## src/rtl/ospi_pkg.sv

```systemverilog
package ospi_pkg;
  localparam int FRAME_W   = 16;
  localparam int DATA_W    = 8;
  localparam int ADDR_W    = 3;
  localparam int CMD_W     = 2;
  localparam int NUM_SLOTS = 1 << ADDR_W;
  localparam int HDR_W     = FRAME_W - ADDR_W - DATA_W;
  localparam int SPARE_W   = FRAME_W - CMD_W - ADDR_W - DATA_W;

  typedef enum logic [CMD_W-1:0] {
    CMD_DIAG  = 2'b00,
    CMD_READ  = 2'b01,
    CMD_RESET = 2'b10,
    CMD_WRITE = 2'b11
  } ospi_cmd_e;

  typedef struct packed {
    ospi_cmd_e           cmd;
    logic [SPARE_W-1:0]  spare;
    logic [ADDR_W-1:0]   addr;
    logic [DATA_W-1:0]   data;
  } ospi_frame_t;

  localparam logic [ADDR_W-1:0] ADR_NONE  = 3'd0;
  localparam logic [ADDR_W-1:0] ADR_MAP   = 3'd1;
  localparam logic [ADDR_W-1:0] ADR_LOGIC = 3'd2;
  localparam logic [ADDR_W-1:0] ADR_OVL   = 3'd3;
  localparam logic [ADDR_W-1:0] ADR_OVT   = 3'd4;
  localparam logic [ADDR_W-1:0] ADR_SLEW  = 3'd5;
  localparam logic [ADDR_W-1:0] ADR_STATE = 3'd6;
  localparam logic [ADDR_W-1:0] ADR_CTL   = 3'd7;

  localparam logic [DATA_W-1:0] MAP_DEFAULT = 8'h08;
  localparam logic [HDR_W-1:0]  READ_HDR    = 5'b01000;

  function automatic logic [DATA_W-1:0] slot_default(input logic [ADDR_W-1:0] a);
    return (a == ADR_MAP) ? MAP_DEFAULT : '0;
  endfunction

  function automatic logic frame_legal(input ospi_cmd_e c, input logic [ADDR_W-1:0] a);
    case (c)
      CMD_DIAG, CMD_RESET: return 1'b1;
      CMD_READ:            return a != ADR_NONE;
      CMD_WRITE:           return (a != ADR_NONE) && (a != ADR_STATE);
      default:             return 1'b0;
    endcase
  endfunction
endpackage

```

## src/rtl/ospi_sync.sv

```systemverilog
module ospi_sync #(
  parameter int           W      = 3,
  parameter int           STAGES = 2,
  parameter logic [W-1:0] INIT   = '0
) (
  input  logic         clk,
  input  logic         rst_n,
  input  logic [W-1:0] async_i,
  output logic [W-1:0] level_o
);
  logic [W-1:0] chain_q [STAGES];

  always_ff @(posedge clk or negedge rst_n) begin
    if (!rst_n) begin
      for (int i = 0; i < STAGES; i++) chain_q[i] <= INIT;
    end else begin
      chain_q[0] <= async_i;
      for (int i = 1; i < STAGES; i++) chain_q[i] <= chain_q[i-1];
    end
  end

  assign level_o = chain_q[STAGES-1];
endmodule

```

## src/rtl/ospi_shifter.sv

```systemverilog
module ospi_shifter #(
  parameter int W      = 16,
  parameter int BYTE_W = 8
) (
  input  logic         clk,
  input  logic         rst_n,
  input  logic         start_i,
  input  logic         sample_i,
  input  logic         launch_i,
  input  logic         sdi_i,
  input  logic [W-1:0] load_i,
  output logic [W-1:0] rx_o,
  output logic         sdo_o,
  output logic         len_ok_o
);
  localparam int CW = $clog2(BYTE_W);

  logic [W-1:0]  rx_q, tx_q;
  logic [CW-1:0] cnt_q;
  logic          byte_q, seen_q;

  always_ff @(posedge clk or negedge rst_n) begin
    if (!rst_n) begin
      rx_q   <= '0;
      tx_q   <= '0;
      cnt_q  <= '0;
      byte_q <= 1'b0;
      seen_q <= 1'b0;
    end else if (start_i) begin
      tx_q   <= load_i;
      cnt_q  <= '0;
      byte_q <= 1'b0;
      seen_q <= 1'b0;
    end else if (sample_i) begin
      rx_q   <= {rx_q[W-2:0], sdi_i};
      cnt_q  <= cnt_q + 1'b1;
      seen_q <= 1'b1;
      if (cnt_q == CW'(BYTE_W - 1)) byte_q <= 1'b1;
    end else if (launch_i && seen_q) begin
      tx_q <= {tx_q[W-2:0], rx_q[0]};
    end
  end

  assign rx_o     = rx_q;
  assign sdo_o    = tx_q[W-1];
  assign len_ok_o = byte_q && (cnt_q == '0);
endmodule

```

## src/rtl/ospi_regbank.sv

```systemverilog
module ospi_regbank
  import ospi_pkg::*;
(
  input  logic               clk,
  input  logic               rst_n,
  input  logic               commit_i,
  input  ospi_cmd_e          cmd_i,
  input  logic [ADDR_W-1:0]  addr_i,
  input  logic [DATA_W-1:0]  data_i,
  input  logic [FRAME_W-1:0] diag_i,
  input  logic [DATA_W-1:0]  state_i,
  output logic [DATA_W-1:0]  cfg_o [NUM_SLOTS],
  output logic [FRAME_W-1:0] tx_word_o,
  output logic               diag_clr_o
);
  logic              take;
  logic              rd_pend_q;
  logic [ADDR_W-1:0] rd_addr_q;

  assign take = commit_i && frame_legal(cmd_i, addr_i);

  always_ff @(posedge clk or negedge rst_n) begin
    if (!rst_n) begin
      rd_pend_q  <= 1'b0;
      rd_addr_q  <= '0;
      diag_clr_o <= 1'b0;
    end else begin
      diag_clr_o <= take;
      if (take) begin
        rd_pend_q <= (cmd_i == CMD_READ);
        rd_addr_q <= addr_i;
      end
    end
  end

  for (genvar a = 0; a < NUM_SLOTS; a++) begin : g_slot
    if (ADDR_W'(a) == ADR_NONE) begin : g_hole
      assign cfg_o[a] = '0;
    end else if (ADDR_W'(a) == ADR_STATE) begin : g_ro
      assign cfg_o[a] = state_i;
    end else begin : g_rw
      logic [DATA_W-1:0] q;
      always_ff @(posedge clk or negedge rst_n) begin
        if (!rst_n)
          q <= slot_default(ADDR_W'(a));
        else if (take && cmd_i == CMD_RESET)
          q <= slot_default(ADDR_W'(a));
        else if (take && cmd_i == CMD_WRITE && addr_i == ADDR_W'(a))
          q <= data_i;
      end
      assign cfg_o[a] = q;
    end
  end

  assign tx_word_o = rd_pend_q ? {READ_HDR, rd_addr_q, cfg_o[rd_addr_q]} : diag_i;
endmodule

```

## src/rtl/octal_spi_frontend.sv

```systemverilog
module octal_spi_frontend
  import ospi_pkg::*;
#(
  parameter int SYNC_STAGES = 2
) (
  input  logic        clk,
  input  logic        rst_n,
  input  logic        spi_csn,
  input  logic        spi_sclk,
  input  logic        spi_mosi,
  output logic        spi_miso,
  output logic        spi_miso_oe,
  input  logic [15:0] diag_word,
  input  logic [7:0]  out_state,
  output logic [7:0]  cfg_map,
  output logic [7:0]  cfg_logic,
  output logic [7:0]  cfg_ovl,
  output logic [7:0]  cfg_ovt,
  output logic [7:0]  cfg_slew,
  output logic [7:0]  cfg_ctl,
  output logic        diag_clr
);
  // synchronized pin levels: [2] chip select, [1] serial clock, [0] data in
  logic [2:0] lvl;
  logic [1:0] prev_q;
  logic       active_q;
  logic       cs_fall, cs_rise, ck_rise, ck_fall;
  logic       len_ok, sdo;
  logic [FRAME_W-1:0] rx_bits, tx_word;
  ospi_frame_t        rx_frame;
  logic               spare_unused;
  logic [DATA_W-1:0]  cfg_arr [NUM_SLOTS];

  ospi_sync #(.W(3), .STAGES(SYNC_STAGES), .INIT(3'b100)) u_sync (
    .clk     (clk),
    .rst_n   (rst_n),
    .async_i ({spi_csn, spi_sclk, spi_mosi}),
    .level_o (lvl)
  );

  always_ff @(posedge clk or negedge rst_n) begin
    if (!rst_n) begin
      prev_q   <= 2'b10;
      active_q <= 1'b0;
    end else begin
      prev_q <= lvl[2:1];
      if (cs_fall)      active_q <= 1'b1;
      else if (cs_rise) active_q <= 1'b0;
    end
  end

  assign cs_fall = prev_q[1] & ~lvl[2];
  assign cs_rise = ~prev_q[1] & lvl[2];
  assign ck_rise = ~prev_q[0] & lvl[1];
  assign ck_fall = prev_q[0] & ~lvl[1];

  ospi_shifter #(.W(FRAME_W), .BYTE_W(8)) u_shift (
    .clk      (clk),
    .rst_n    (rst_n),
    .start_i  (cs_fall),
    .sample_i (active_q & ck_fall),
    .launch_i (active_q & ck_rise),
    .sdi_i    (lvl[0]),
    .load_i   (tx_word),
    .rx_o     (rx_bits),
    .sdo_o    (sdo),
    .len_ok_o (len_ok)
  );

  assign rx_frame     = ospi_frame_t'(rx_bits);
  assign spare_unused = ^rx_frame.spare;

  ospi_regbank u_regs (
    .clk        (clk),
    .rst_n      (rst_n),
    .commit_i   (active_q & cs_rise & len_ok),
    .cmd_i      (rx_frame.cmd),
    .addr_i     (rx_frame.addr),
    .data_i     (rx_frame.data),
    .diag_i     (diag_word),
    .state_i    (out_state),
    .cfg_o      (cfg_arr),
    .tx_word_o  (tx_word),
    .diag_clr_o (diag_clr)
  );

  assign spi_miso_oe = active_q;
  assign spi_miso    = active_q & sdo;

  assign cfg_map   = cfg_arr[ADR_MAP];
  assign cfg_logic = cfg_arr[ADR_LOGIC];
  assign cfg_ovl   = cfg_arr[ADR_OVL];
  assign cfg_ovt   = cfg_arr[ADR_OVT];
  assign cfg_slew  = cfg_arr[ADR_SLEW];
  assign cfg_ctl   = cfg_arr[ADR_CTL];
endmodule

```

## config.mk

```make
export PLATFORM = sky130hd
export DESIGN_NAME = octal_spi_frontend
export DESIGN_NICKNAME = d
export VERILOG_FILES = /design/src/rtl/ospi_pkg.sv /design/src/rtl/ospi_sync.sv /design/src/rtl/ospi_shifter.sv /design/src/rtl/ospi_regbank.sv /design/src/rtl/octal_spi_frontend.sv
export SDC_FILE = /design/constraint.sdc
export NUM_CORES = 1
export LEC_CHECK = 0
export BUFFER_PORTS_ARGS = -buffer_cell sky130_fd_sc_hd__buf_2
export CORE_MARGIN = 4
export CORE_UTILIZATION = 40
export DETAILED_ROUTE_END_ITERATION = 6
export MAX_ROUTING_LAYER = met4
export PLACE_DENSITY = 0.64
export SKIP_CTS_REPAIR_TIMING = 1
export SYNTH_ARGS = -nofsm -noshare
export SYNTH_HDL_FRONTEND = slang
export SYNTH_HIERARCHICAL = 1
export SYNTH_SLANG_ARGS = --single-unit
```

## constraint.sdc

```tcl
create_clock -name clk -period 2.64 [get_ports clk]
set_input_delay 0.396 -clock clk [delete_from_list [all_inputs] [get_ports clk]]
set_output_delay 0.396 -clock clk [all_outputs]
set_load 0.05 [all_outputs]
```

# After elaboration in Yosys (flattened, before gate mapping)
# Cells that the tools add are included.
# word_totals
register_bits,99
out_inout_bits,51
wordCells,105
# classes
n_bitwise,15
magnitude_cmp,1
n_mux,29
n_eq_ne,12
addsub,1
n_reduce_logical,29
# op_table
cell,count
$mux 8,14
$mux 16,4
$bmux 8 s3,1
$reduce_bool 2->1,10
$eq 3x3->1 const B,4
$logic_and 1x1->1,12
$and 1x1->1,9
$mux 1,7
$eq 3x2->1 const B,2
$mux 3,2
$reduce_and 2->1,3
$not 1->1,5
$eq 2x2->1 const B,2
$ge 4x4->1 const B,1
$not 3->4,1
$add 3x1->3 const B,1
$eq 3x1->1 const B,1
$logic_not 3->1,1
$ne 3x3->1 const B,1
$pmux 1 s3,1
$reduce_bool 3->1,1
$eq 2x1->1 const B,1
$logic_not 2->1,1
$ne 2x2->1 const B,1
$reduce_or 2->1,1

# Depth between registers and ports, before layout
# Gate-level depths: netlist (run 1).
# depth
depth_word,9
depth_mapped,10
mapped_depth_nobuf,8

# Cells and area by module
# Netlist (run 1), hierarchy kept.
# modules_own_cells
mod,area_per_inst_um2,cells_per_inst,n_inst
ospi_regbank,3000.4,318,1
ospi_shifter,1705.4,146,1
ospi_sync,175.2,9,1
octal_spi_frontend,153.9,12,1

# Worst setup path after synthesis (run 1)
# Ideal clock, no wire load.
# synth_timing
path_kind,flip-flop to flip-flop
startpoint,register active_q (netlist: spi_miso_oe)
endpoint,register u_regs.g_slot[2].g_rw.q[6]
required_time_ns,2.509
synth_period_minus_slack_ns,2.076
stages_incl_launch_ff,7
setup_time_ns,0.131
setup_slack_ns,0.564
arrival_time_ns,1.945
path_cell_list,dfrtp_1 > and3_1 > buf_4 > nand2_1 > nor4_4 > mux2i_1 > nor2_2
# synth_between
elab_chain_len,6
word_cells_on_any_way,8
cone_classes,1 x mux; 2 x bitwise; 5 x reduce/logical
# synth_lines
element,line_no,source
start: declaration,octal_spi_frontend.sv:26,logic active_q;
start signal: assignment,octal_spi_frontend.sv:44,active_q <= 1'b0;
start signal: assignment,octal_spi_frontend.sv:47,if (cs_fall) active_q <= 1'b1;
start signal: assignment,octal_spi_frontend.sv:48,else if (cs_rise) active_q <= 1'b0;
$and 1x1->1 (*) (2 in series),octal_spi_frontend.sv:76,".commit_i (active_q & cs_rise & len_ok),"
$logic_and 1x1->1 (*),ospi_regbank.sv:20,"assign take = commit_i && frame_legal(cmd_i, addr_i);"
$logic_and 1x1->1 (2 in series),ospi_regbank.sv:48,else if (take && cmd_i == CMD_WRITE && addr_i == ADDR_W'(a))
$reduce_bool 2->1 (no source line),-,
end signal: assignment,ospi_regbank.sv:45,q <= slot_default(ADDR_W'(a));
end signal: assignment,ospi_regbank.sv:47,q <= slot_default(ADDR_W'(a));
end signal: assignment,ospi_regbank.sv:49,q <= data_i;
end: declaration,ospi_regbank.sv:42,logic [DATA_W-1:0] q;
# Mark *: on every way between the ends. The rest lies on a longest branch, timed or not.
# A chain may end at the register's enable or synchronous reset.

# Worst setup path in the final report (run 1)
# layout_timing
startpoint,register u_shift.cnt_q[0]
endpoint,register u_regs.g_slot[4].g_rw.q[0]
# layout_between
elab_chain_len,7
word_cells_on_any_way,9
cone_classes,1 x mux; 1 x bitwise; 7 x reduce/logical
# layout_lines
element,line_no,source
start: declaration,ospi_shifter.sv:19,logic [CW-1:0] cnt_q;
start signal: assignment,ospi_shifter.sv:36,cnt_q <= cnt_q + 1'b1;
$logic_not 3->1 (*),ospi_shifter.sv:46,assign len_ok_o = byte_q && (cnt_q == '0);
$logic_and 1x1->1 (*),ospi_shifter.sv:46,
named net len_ok,octal_spi_frontend.sv:28,"logic len_ok, sdo;"
$and 1x1->1 (*),octal_spi_frontend.sv:76,
$logic_and 1x1->1 (*),ospi_regbank.sv:20,
$logic_and 1x1->1 (2 in series),ospi_regbank.sv:48,
$reduce_bool 2->1 (no source line),-,
end signal: assignment,ospi_regbank.sv:45,
end signal: assignment,ospi_regbank.sv:47,
end signal: assignment,ospi_regbank.sv:49,
end: declaration,ospi_regbank.sv:42,
# The timed path passes the listed nets; every way through them passes the cells marked *.

==> results of run 1 <==
report_power, final:
group          total, mW  switching [mW]  internal (mW)  leakage (nW)
clock network       1.34           0.552          0.785         0.145
registers           1.71           0.114           1.59          1.30
logic              0.228           0.124          0.104          1.22
path summary, 6_finish.rpt:
path,slack (ns),to,startpoint,cells past startpoint
max,0.25,u_regs/g_slot[4].g_rw.q[0],u_shift/cnt_q[0],8
max reg2reg,0.25,u_regs/g_slot[4].g_rw.q[0],u_shift/cnt_q[0],8
max in group asynchronous,1.79,u_regs/g_slot[1].g_rw.q[3],rst_n,2
min in group clk,0.15,u_sync/chain_q[5],spi_csn,1
min reg2reg,0.35,u_sync/level_o[0],u_sync/chain_q[3],0
min,0.05,u_shift/tx_q[11],rst_n,1
sequential cells by signal (all words and copies together), names as in the netlist, 2 cells and up:
register,count
u_regs/g_slot.g_rw.q,48
u_shift/rx_o,16
u_shift/tx_q,16
u_regs/rd_addr_q,3
u_shift/cnt_q,3
u_sync/chain_q,3
u_sync/level_o,3
prev_q,2
per-stage QoR:
step | utilization | std cells | cell area [um2] | setup WS [ns]
floorplan | - | 468 | 4910 | 0.564
global placement | 0.448 | 673 | 5380 | 0.357
detailed placement | 0.448 | 673 | 5380 | 0.288
CTS | 0.473 | 689 | 5690 | 0.264
global route | 0.473 | 689 | 5690 | 0.0367
finish | 0.473 | 689 | 5690 | 0.254
cell type report:
class	count	area, um2
Inverter	8	30.0
Tap cell	147	184
Timing Repair Buffer	92	495
Sequential cell	99	2480
Clock inverter	4	50.0
Fill cell	1106	6320
Multi-Input combinational cell	327	2190
Clock buffer	12	256
routing by layer:
metal / global-route usage / vias up
met5: - / -
met2: 0.288 / 119
met4: 0.0797 / 0
met3: 0.0282 / 22
met1: 0.257 / 1861
li1: - / 1766
==> flow_metrics.tcl, run 1 <==
set metrics [dict create \
    hold_ws_ns 0.0453 \
    postSynthCellCount 468 \
    required_ns 2.86 \
    clk_path_buf_depth 2 \
    slew_headroom 0.371 \
    cp-start-kind "flip-flop" \
    final-setup-viol-count 0 \
    numCtsBuffers 9 \
    core_um2 12000 \
    cts_root_buf "clkbuf_16" \
    critPathCaptureType "flip-flop" \
    mostFrequentLayoutCells "dfrtp_1 (95), buf_2 (78), nand2_1 (61)" \
    max_cap_viol_count 0 \
    cp_max_fo 9 \
    dieArea_um2 14100 \
    crit_arrival_ns 2.61 \
    outcome "complete, no violations" \
    grt_pass1_wl_mm 20.5 \
    finalHoldViolCount 0 \
    grt_pass1_vias 3705 \
    rsz0062_at_grt "no" \
    num_vias 3768 \
    first_pass_iters 5 \
    drt_wl_total_mm 12.8 \
    crit_chain "inv_1, ha_1, and3b_1, and3_1, nand2_1, nor3_4, mux2i_1, nor2_1" \
    drive_above_1_share 0.286 \
    drc 0 \
    path_class "reg -> reg" \
    cts.htree.levels 3 \
    power.leakage_nw 2.66 \
    gp_congestion 0.872 \
    post-dp-hpwl_mm 9.14 \
    slowest_delay_ns 0.54 \
    total_power_mw 3.27 \
    antenna_found_initial 0 \
    cts_tree "built" \
    finalSetupTns_ns 0 \
    final_max_slew_viol_count 0 \
    syn_area_um2 4910 \
    syn-mean-instance-area_um2 10.5 \
    yosysWarningCount 6 \
    cp.buffers_inverters 1 \
    fin_crit_sh 0.904 \
    pin_count 80 \
    postRouteAntennaNets 0 \
    syn_to_final_growth_pct 15.8 \
    vdd_drop_max_uv 380 \
    start_util 0.409 \
    routedWlPerCell_um 18.5 \
    wl_met1_mm 5.77 \
    drt_iter0_markers 263 \
    synth.net_count 502 \
    grt_max_degree 45 \
    port_buffers 79 \
    route.met3.wl_um 602 \
    hold_class "in -> async" \
    die_w_um 119 \
    clk_latency_ns 0.35 \
    clock-sinks 99 \
    grt-ovfl-total 0 \
    rows 40 \
    finClkSkew_ns 0.00746 \
    wl_met2_mm 6.09 \
    path_delay_family "simple AND/OR/NAND/NOR gates" \
    final_common_cell "dfrtp_1" \
    grt_use_total 0.190 \
    fmax_mhz 419 \
    p_per_area_nw_per_um2 575 \
    top_layer "met4" \
    clk_pin_slew_worst_paths_ns 0.06 \
    worst_pin_slew_ns 0.942 \
    diodes 0 \
    die_y_um 119 \
    crit_slowest_cell "nor3_4" \
    vias_per_cell 5.47 \
    min_period_ns 2.39 \
    nets 571 \
]
Power figures use the tool's default switching activity.
==> run 2: changes to the inputs <==
--- a/config.mk
+++ b/config.mk
@@ -14,5 +14,4 @@
 export SKIP_CTS_REPAIR_TIMING = 1
 export SYNTH_ARGS = -nofsm -noshare
 export SYNTH_HDL_FRONTEND = slang
-export SYNTH_HIERARCHICAL = 1
 export SYNTH_SLANG_ARGS = --single-unit
==> run 2 against run 1 <==
Via count shrank 18%. Critical endpoint is now u_regs.g_slot[1].g_rw.q[1]. Highest routed layer unchanged. Clock power is 3% lower. Count of clock-buffer cells in the layout unchanged. Largest power group unchanged. Routed wire length decreased by 14%. Maximum frequency is 7.8% higher. Setup slack improved by 0.17 ns. Critical path type unchanged. Final cell count fell by 17%. Flip-flop and latch count did not move. Synthesized area fell by 6.1%. Sequential power fell by 4%.
==> flow_metrics.tcl, run 2 <==
set metrics [dict create \
    path_class "reg -> reg" \
    syn_to_final_growth_pct 18.7 \
    critPathCaptureType "flip-flop" \
    synth_edf_count 0 \
    syn-mean-instance-area_um2 13.3 \
    p_per_area_nw_per_um2 590 \
    clock-sinks 99 \
    port_buffers 79 \
    cts.htree.levels 3 \
    die_w_um 115 \
    grt_pass1_vias 3258 \
    cp_max_fo 7 \
    antenna_found_initial 0 \
    mostFrequentLayoutCells "dfrtp_1 (95), buf_2 (78), mux2_2 (75)" \
    grt_max_degree 49 \
    diodes 0 \
    clk_pin_slew_worst_paths_ns 0.06 \
    core_um2 11100 \
    hold_class "in -> async" \
    required_ns 2.86 \
    nFillCells 1021 \
    ys_seq_area_frac 0.538 \
    routedWlPerCell_um 19.1 \
    drt_iter0_markers 192 \
    drive_above_1_share 0.457 \
    vias_per_cell 5.38 \
    die_y_um 115 \
    clk_path_buf_depth 2 \
    num_vias 3072 \
    grt_use_total 0.179 \
    grt_pass1_wl_mm 17.6 \
    pin_count 80 \
    worst_pin_slew_ns 0.788 \
    nets 461 \
    synth.net_count 380 \
    slew_headroom 0.475 \
    async_reset_ff_frac 1.00 \
    clk_latency_ns 0.34 \
    largest-register "u_regs.g_slot.g_rw.q" \
    max_cap_viol_count 0 \
    ys_ff_latch 99 \
    start_util 0.416 \
    yosysMostFrequentCell "dfrtp_1" \
    synth.area.top_cells "dfrtp_1 (52%), mux2_2 (18%), mux4_2 (3.9%), mux2i_1 (2.6%), dfstp_2 (2.3%)" \
    yosysTopAreaCell "dfrtp_1" \
    finalSetupTns_ns 0 \
    syn_area_um2 4610 \
    grt-ovfl-total 0 \
    power.leakage_nw 2.77 \
    vdd_drop_max_uv 260 \
    min_period_ns 2.21 \
    crit_arrival_ns 2.43 \
    drc 0 \
    postRouteAntennaNets 0 \
    netlist_top_cells_count "dfrtp_1 (95), mux2_2 (75), nand2_1 (22), a21oi_1 (13)" \
    rsz0062_at_grt "no" \
    numCtsBuffers 9 \
    postSynthCellCount 346 \
    largest_reg_flops 48 \
    rows 38 \
    hold_ws_ns 0.0780 \
    cp-start-kind "flip-flop" \
    final_max_slew_viol_count 0 \
    synth_top_area_frac 0.516 \
    post-dp-hpwl_mm 8.16 \
    final-setup-viol-count 0 \
    fmax_mhz 452 \
    fin_crit_sh 0.838 \
    yosysWarningCount 0 \
    multi_input_area_um2 2010 \
    finalHoldViolCount 0 \
    final-seq-area_um2 2480 \
    dieArea_um2 13300 \
    cts_tree "built" \
    synth_ff_type "dfrtp_1" \
    first_pass_iters 4 \
    cts_root_buf "clkbuf_16" \
    outcome "complete, no violations" \
    gp_congestion 0.826 \
    ys_types 40 \
    final_common_cell "dfrtp_1" \
    drt_wl_total_mm 10.9 \
    finClkSkew_ns 0.0119 \
]
## run 2: layer usage
layer | wire length (um) | vias to the layer above | GRT usage | share of wire
met2 | 5060 | 72 | 0.266 | 0.46
met4 | 128 | 0 | 0.0493 | 0.012
met5 | 0 | - | - | 0
li1 | - | 1428 | - | -
met1 | 5250 | 1564 | 0.250 | 0.48
met3 | 493 | 8 | 0.0379 | 0.045
## run 2: report_power, final
| part | switching [mW] | internal [mW] |
|---|---|---|
| sequential | 0.0516 | 1.59 |
| combinational | 0.164 | 0.114 |
| clock | 0.544 | 0.760 |
| total | 0.759 | 2.47 |
## run 2: logic make-up after synthesis
logic type	after synthesis	synth area share
AOI/OAI and AO/OA	56	0.0974
xor gates and xnor gates	1	0.00190
adders and majority gates	5	0.0136
buffers and inverters	26	0.0247
DFF	99	0.538
muxes	95	0.248
and+or+nand+nor	64	0.0757
## run 2: cell type report
class	instances	share of cell area
Inverter	8	0.00549
Tap cell	140	0.0320
Clock inverter	3	0.00846
Timing Repair Buffer	88	0.0873
Clock buffer	12	0.0450
Multi-Input combinational cell	221	0.368
Sequential cell	99	0.454
## run 2: through the flow
stage / total power [mW] / std cells / util / area [um2] / setup WS (ns)
4_1_cts: 3.27 / 571 / 0.494 / 5470 / 0.402
5_1_grt: 3.37 / 571 / 0.494 / 5470 / 0.363
3_5_place_dp: 1.95 / 556 / 0.468 / 5180 / 0.401
3_3_place_gp: 1.94 / 556 / 0.468 / 5180 / 0.465
2_1_floorplan: 1.82 / 346 / - / 4610 / 0.639
6_report: 3.23 / 571 / 0.494 / 5470 / 0.427
## run 2: final timing paths
check,end,startpoint,slack (ns),cells past startpoint
max,u_regs.g_slot[1].g_rw.q[1],u_sync.level_o[2],0.43,5
min in group clk,u_sync.chain_q[3],spi_mosi,0.16,1
min,u_shift.tx_q[15],rst_n,0.08,1
max in group asynchronous,u_regs.g_slot[2].g_rw.q[0],rst_n,1.81,2
max reg2reg,u_regs.g_slot[1].g_rw.q[1],u_sync.level_o[2],0.43,5
min reg2reg,u_sync.level_o[1],u_sync.chain_q[4],0.35,0
## run 2: worst max-delay path, stage by stage (launching register included)
cell and delay (ns):
dfstp_2 0.54, ha_1 0.16, nand4b_1 0.11, or2_1 0.44, a21oi_2 0.45, mux2_2 0.39
==> run 3: changes to the inputs <==
--- a/config.mk
+++ b/config.mk
@@ -10,7 +10,7 @@
 export CORE_UTILIZATION = 40
 export DETAILED_ROUTE_END_ITERATION = 6
 export MAX_ROUTING_LAYER = met4
-export PLACE_DENSITY = 0.64
+export PLACE_DENSITY = 0.67
 export SKIP_CTS_REPAIR_TIMING = 1
 export SYNTH_ARGS = -nofsm -noshare
 export SYNTH_HDL_FRONTEND = slang
==> constraint.sdc (replaced) <==
create_clock -name clk -period 1.9 [get_ports clk]
set_input_delay 0.285 -clock clk [delete_from_list [all_inputs] [get_ports clk]]
set_output_delay 0.285 -clock clk [all_outputs]
set_load 0.05 [all_outputs]
==> run 3 against run 2 <==
The flow now finishes with violations (negative setup slack). Critical path depth increased by 2. Via count grew 6.5%. Final cell count rose by 5.4%. Routed wire length rose by 7.2%.
==> flow_metrics.tcl, run 3 (synthesis results as in run 2) <==
set metrics [dict create \
    outcome "finished, violations left" \
    violations "negative setup slack" \
    finClkSkew_ns 0.00906 \
    antenna_found_initial 0 \
    path_delay_family "flip-flops" \
    dpl_worst_slack_ns -0.0884 \
    gp_congestion 0.821 \
    p_sw_mw 1.13 \
    cp_max_fo 8 \
    drive_above_1_share 0.511 \
    crit_chain "ha_4, nand4b_1, or2_1, buf_6, a21oi_4, buf_12, mux2_2" \
    die_y_um 115 \
    drt_wl_total_mm 11.7 \
    routedWlPerCell_um 19.5 \
    start_util 0.416 \
    core_um2 11100 \
    crit_slowest_cell "dfstp_2" \
    rows 38 \
    mostFrequentLayoutCells "dfrtp_1 (94), buf_2 (78), mux2_4 (41)" \
    rsz0062_at_grt "yes" \
    nFillCells 934 \
    final-seq-area_um2 2480 \
    swShare 0.240 \
    placed_cell_area_um2 5410 \
    fin_crit_sh 1.03 \
    diodes 0 \
    seq_power_share 0.487 \
    hold_ws_ns 0.0392 \
    crit_arrival_ns 2.19 \
    grt-ovfl-total 0 \
    p_per_area_nw_per_um2 781 \
    drt_iter0_markers 271 \
    die_w_um 115 \
    grt_use_total 0.186 \
    power_frac_comb 0.090 \
    pwr-share-clk 0.423 \
    final-setup-viol-count 48 \
    numCtsBuffers 9 \
    cp-start-kind "flip-flop" \
    worst_pin_slew_ns 0.568 \
    path_class "reg -> reg" \
    syn_to_final_growth_pct 30.5 \
    cts.htree.levels 3 \
    min_period_ns 1.96 \
    critPathCaptureType "flip-flop" \
    max_cap_viol_count 0 \
    grt_pass1_wl_mm 18.4 \
    first_pass_iters 4 \
    slew_headroom 0.621 \
    dieArea_um2 13300 \
    clk_path_buf_depth 2 \
    nets 491 \
    final_area_um2 6020 \
    final_common_cell "dfrtp_1" \
    finalHoldViolCount 0 \
    total_power_mw 4.70 \
    largest_reg_flops 48 \
    cp.buffers_inverters 2 \
    clk_pin_slew_worst_paths_ns 0.07 \
    post-dp-hpwl_mm 8.47 \
    cts_tree "built" \
    clock-sinks 99 \
    fmax_mhz 510 \
    fin_ws_ns -0.0600 \
    required_ns 2.13 \
    clk_latency_ns 0.34 \
    vias_per_cell 5.44 \
    num_vias 3272 \
    cts_root_buf "clkbuf_16" \
    drc 0 \
    multi_input_area_um2 2210 \
    postRouteAntennaNets 0 \
    vdd_drop_max_uv 649 \
    port_buffers 79 \
    finalSetupTns_ns -1.42 \
    grt_pass1_vias 3345 \
    largest-register "u_regs.g_slot.g_rw.q" \
    p_int_mw 3.57 \
    pin_count 80 \
    hold_class "in -> reg" \
    slowest_delay_ns 0.55 \
    final_max_slew_viol_count 0 \
    power.leakage_nw 3.00 \
    grt_max_degree 39 \
]
-- run 3: layout make-up --
| class | instances | area share |
|---|---|---|
| timing repair buffer | 118 | 0.132 |
| multi-input combinational | 221 | 0.367 |
| clock inverter | 6 | 0.0160 |
| clock buffer | 10 | 0.0381 |
| tap | 140 | 0.0291 |
| sequential | 99 | 0.413 |
| inverter | 8 | 0.00499 |
-- run 3: worst reg2reg max path: stages (launching register included) --
cell,delay (ns)
dfstp_2,0.55
ha_4,0.13
nand4b_1,0.11
or2_1,0.29
buf_6,0.15
a21oi_4,0.14
buf_12,0.15
mux2_2,0.34
-- run 3: routing by layer --
metal	vias to the layer above	track usage	share of wire
met3	7	0.0353	0.045
met2	83	0.284	0.48
met4	0	0.0423	0.0084
li1	1483	-	-
met5	-	-	0
met1	1699	0.261	0.47
-- run 3: final timing paths --
kind / end / startpoint / cells past startpoint / slack (ns)
worst max-delay path: u_regs.g_slot[5].g_rw.q[2] / u_sync.level_o[2] / 7 / -0.06
worst min-delay path: u_sync.chain_q[5] / spi_csn / 1 / 0.04
worst max register to register: u_regs.g_slot[5].g_rw.q[2] / u_sync.level_o[2] / 7 / -0.06
worst min register to register: u_sync.level_o[0] / u_sync.chain_q[3] / 0 / 0.35
max in group asynchronous: u_regs.g_slot[4].g_rw.q[1] / rst_n / 3 / 0.87
min in group asynchronous: u_sync.level_o[1] / rst_n / 2 / 0.43
-- run 3: stage by stage --
stage,cells,utilization
after CTS,597,0.517
after global placement,581,0.488
after detailed placement,581,0.488
after global routing,602,0.543
after floorplan,346,-
final,602,0.543
-- run 3: power by group through the flow --
stage	clock [mW]	combinational [mW]	sequential (mW)
finish	1.99	0.422	2.29
detailed placement	0	0.395	2.33
floorplan	0	0.220	2.31
global route	2.11	0.476	2.30
global placement	0	0.382	2.32
CTS	2.03	0.399	2.29
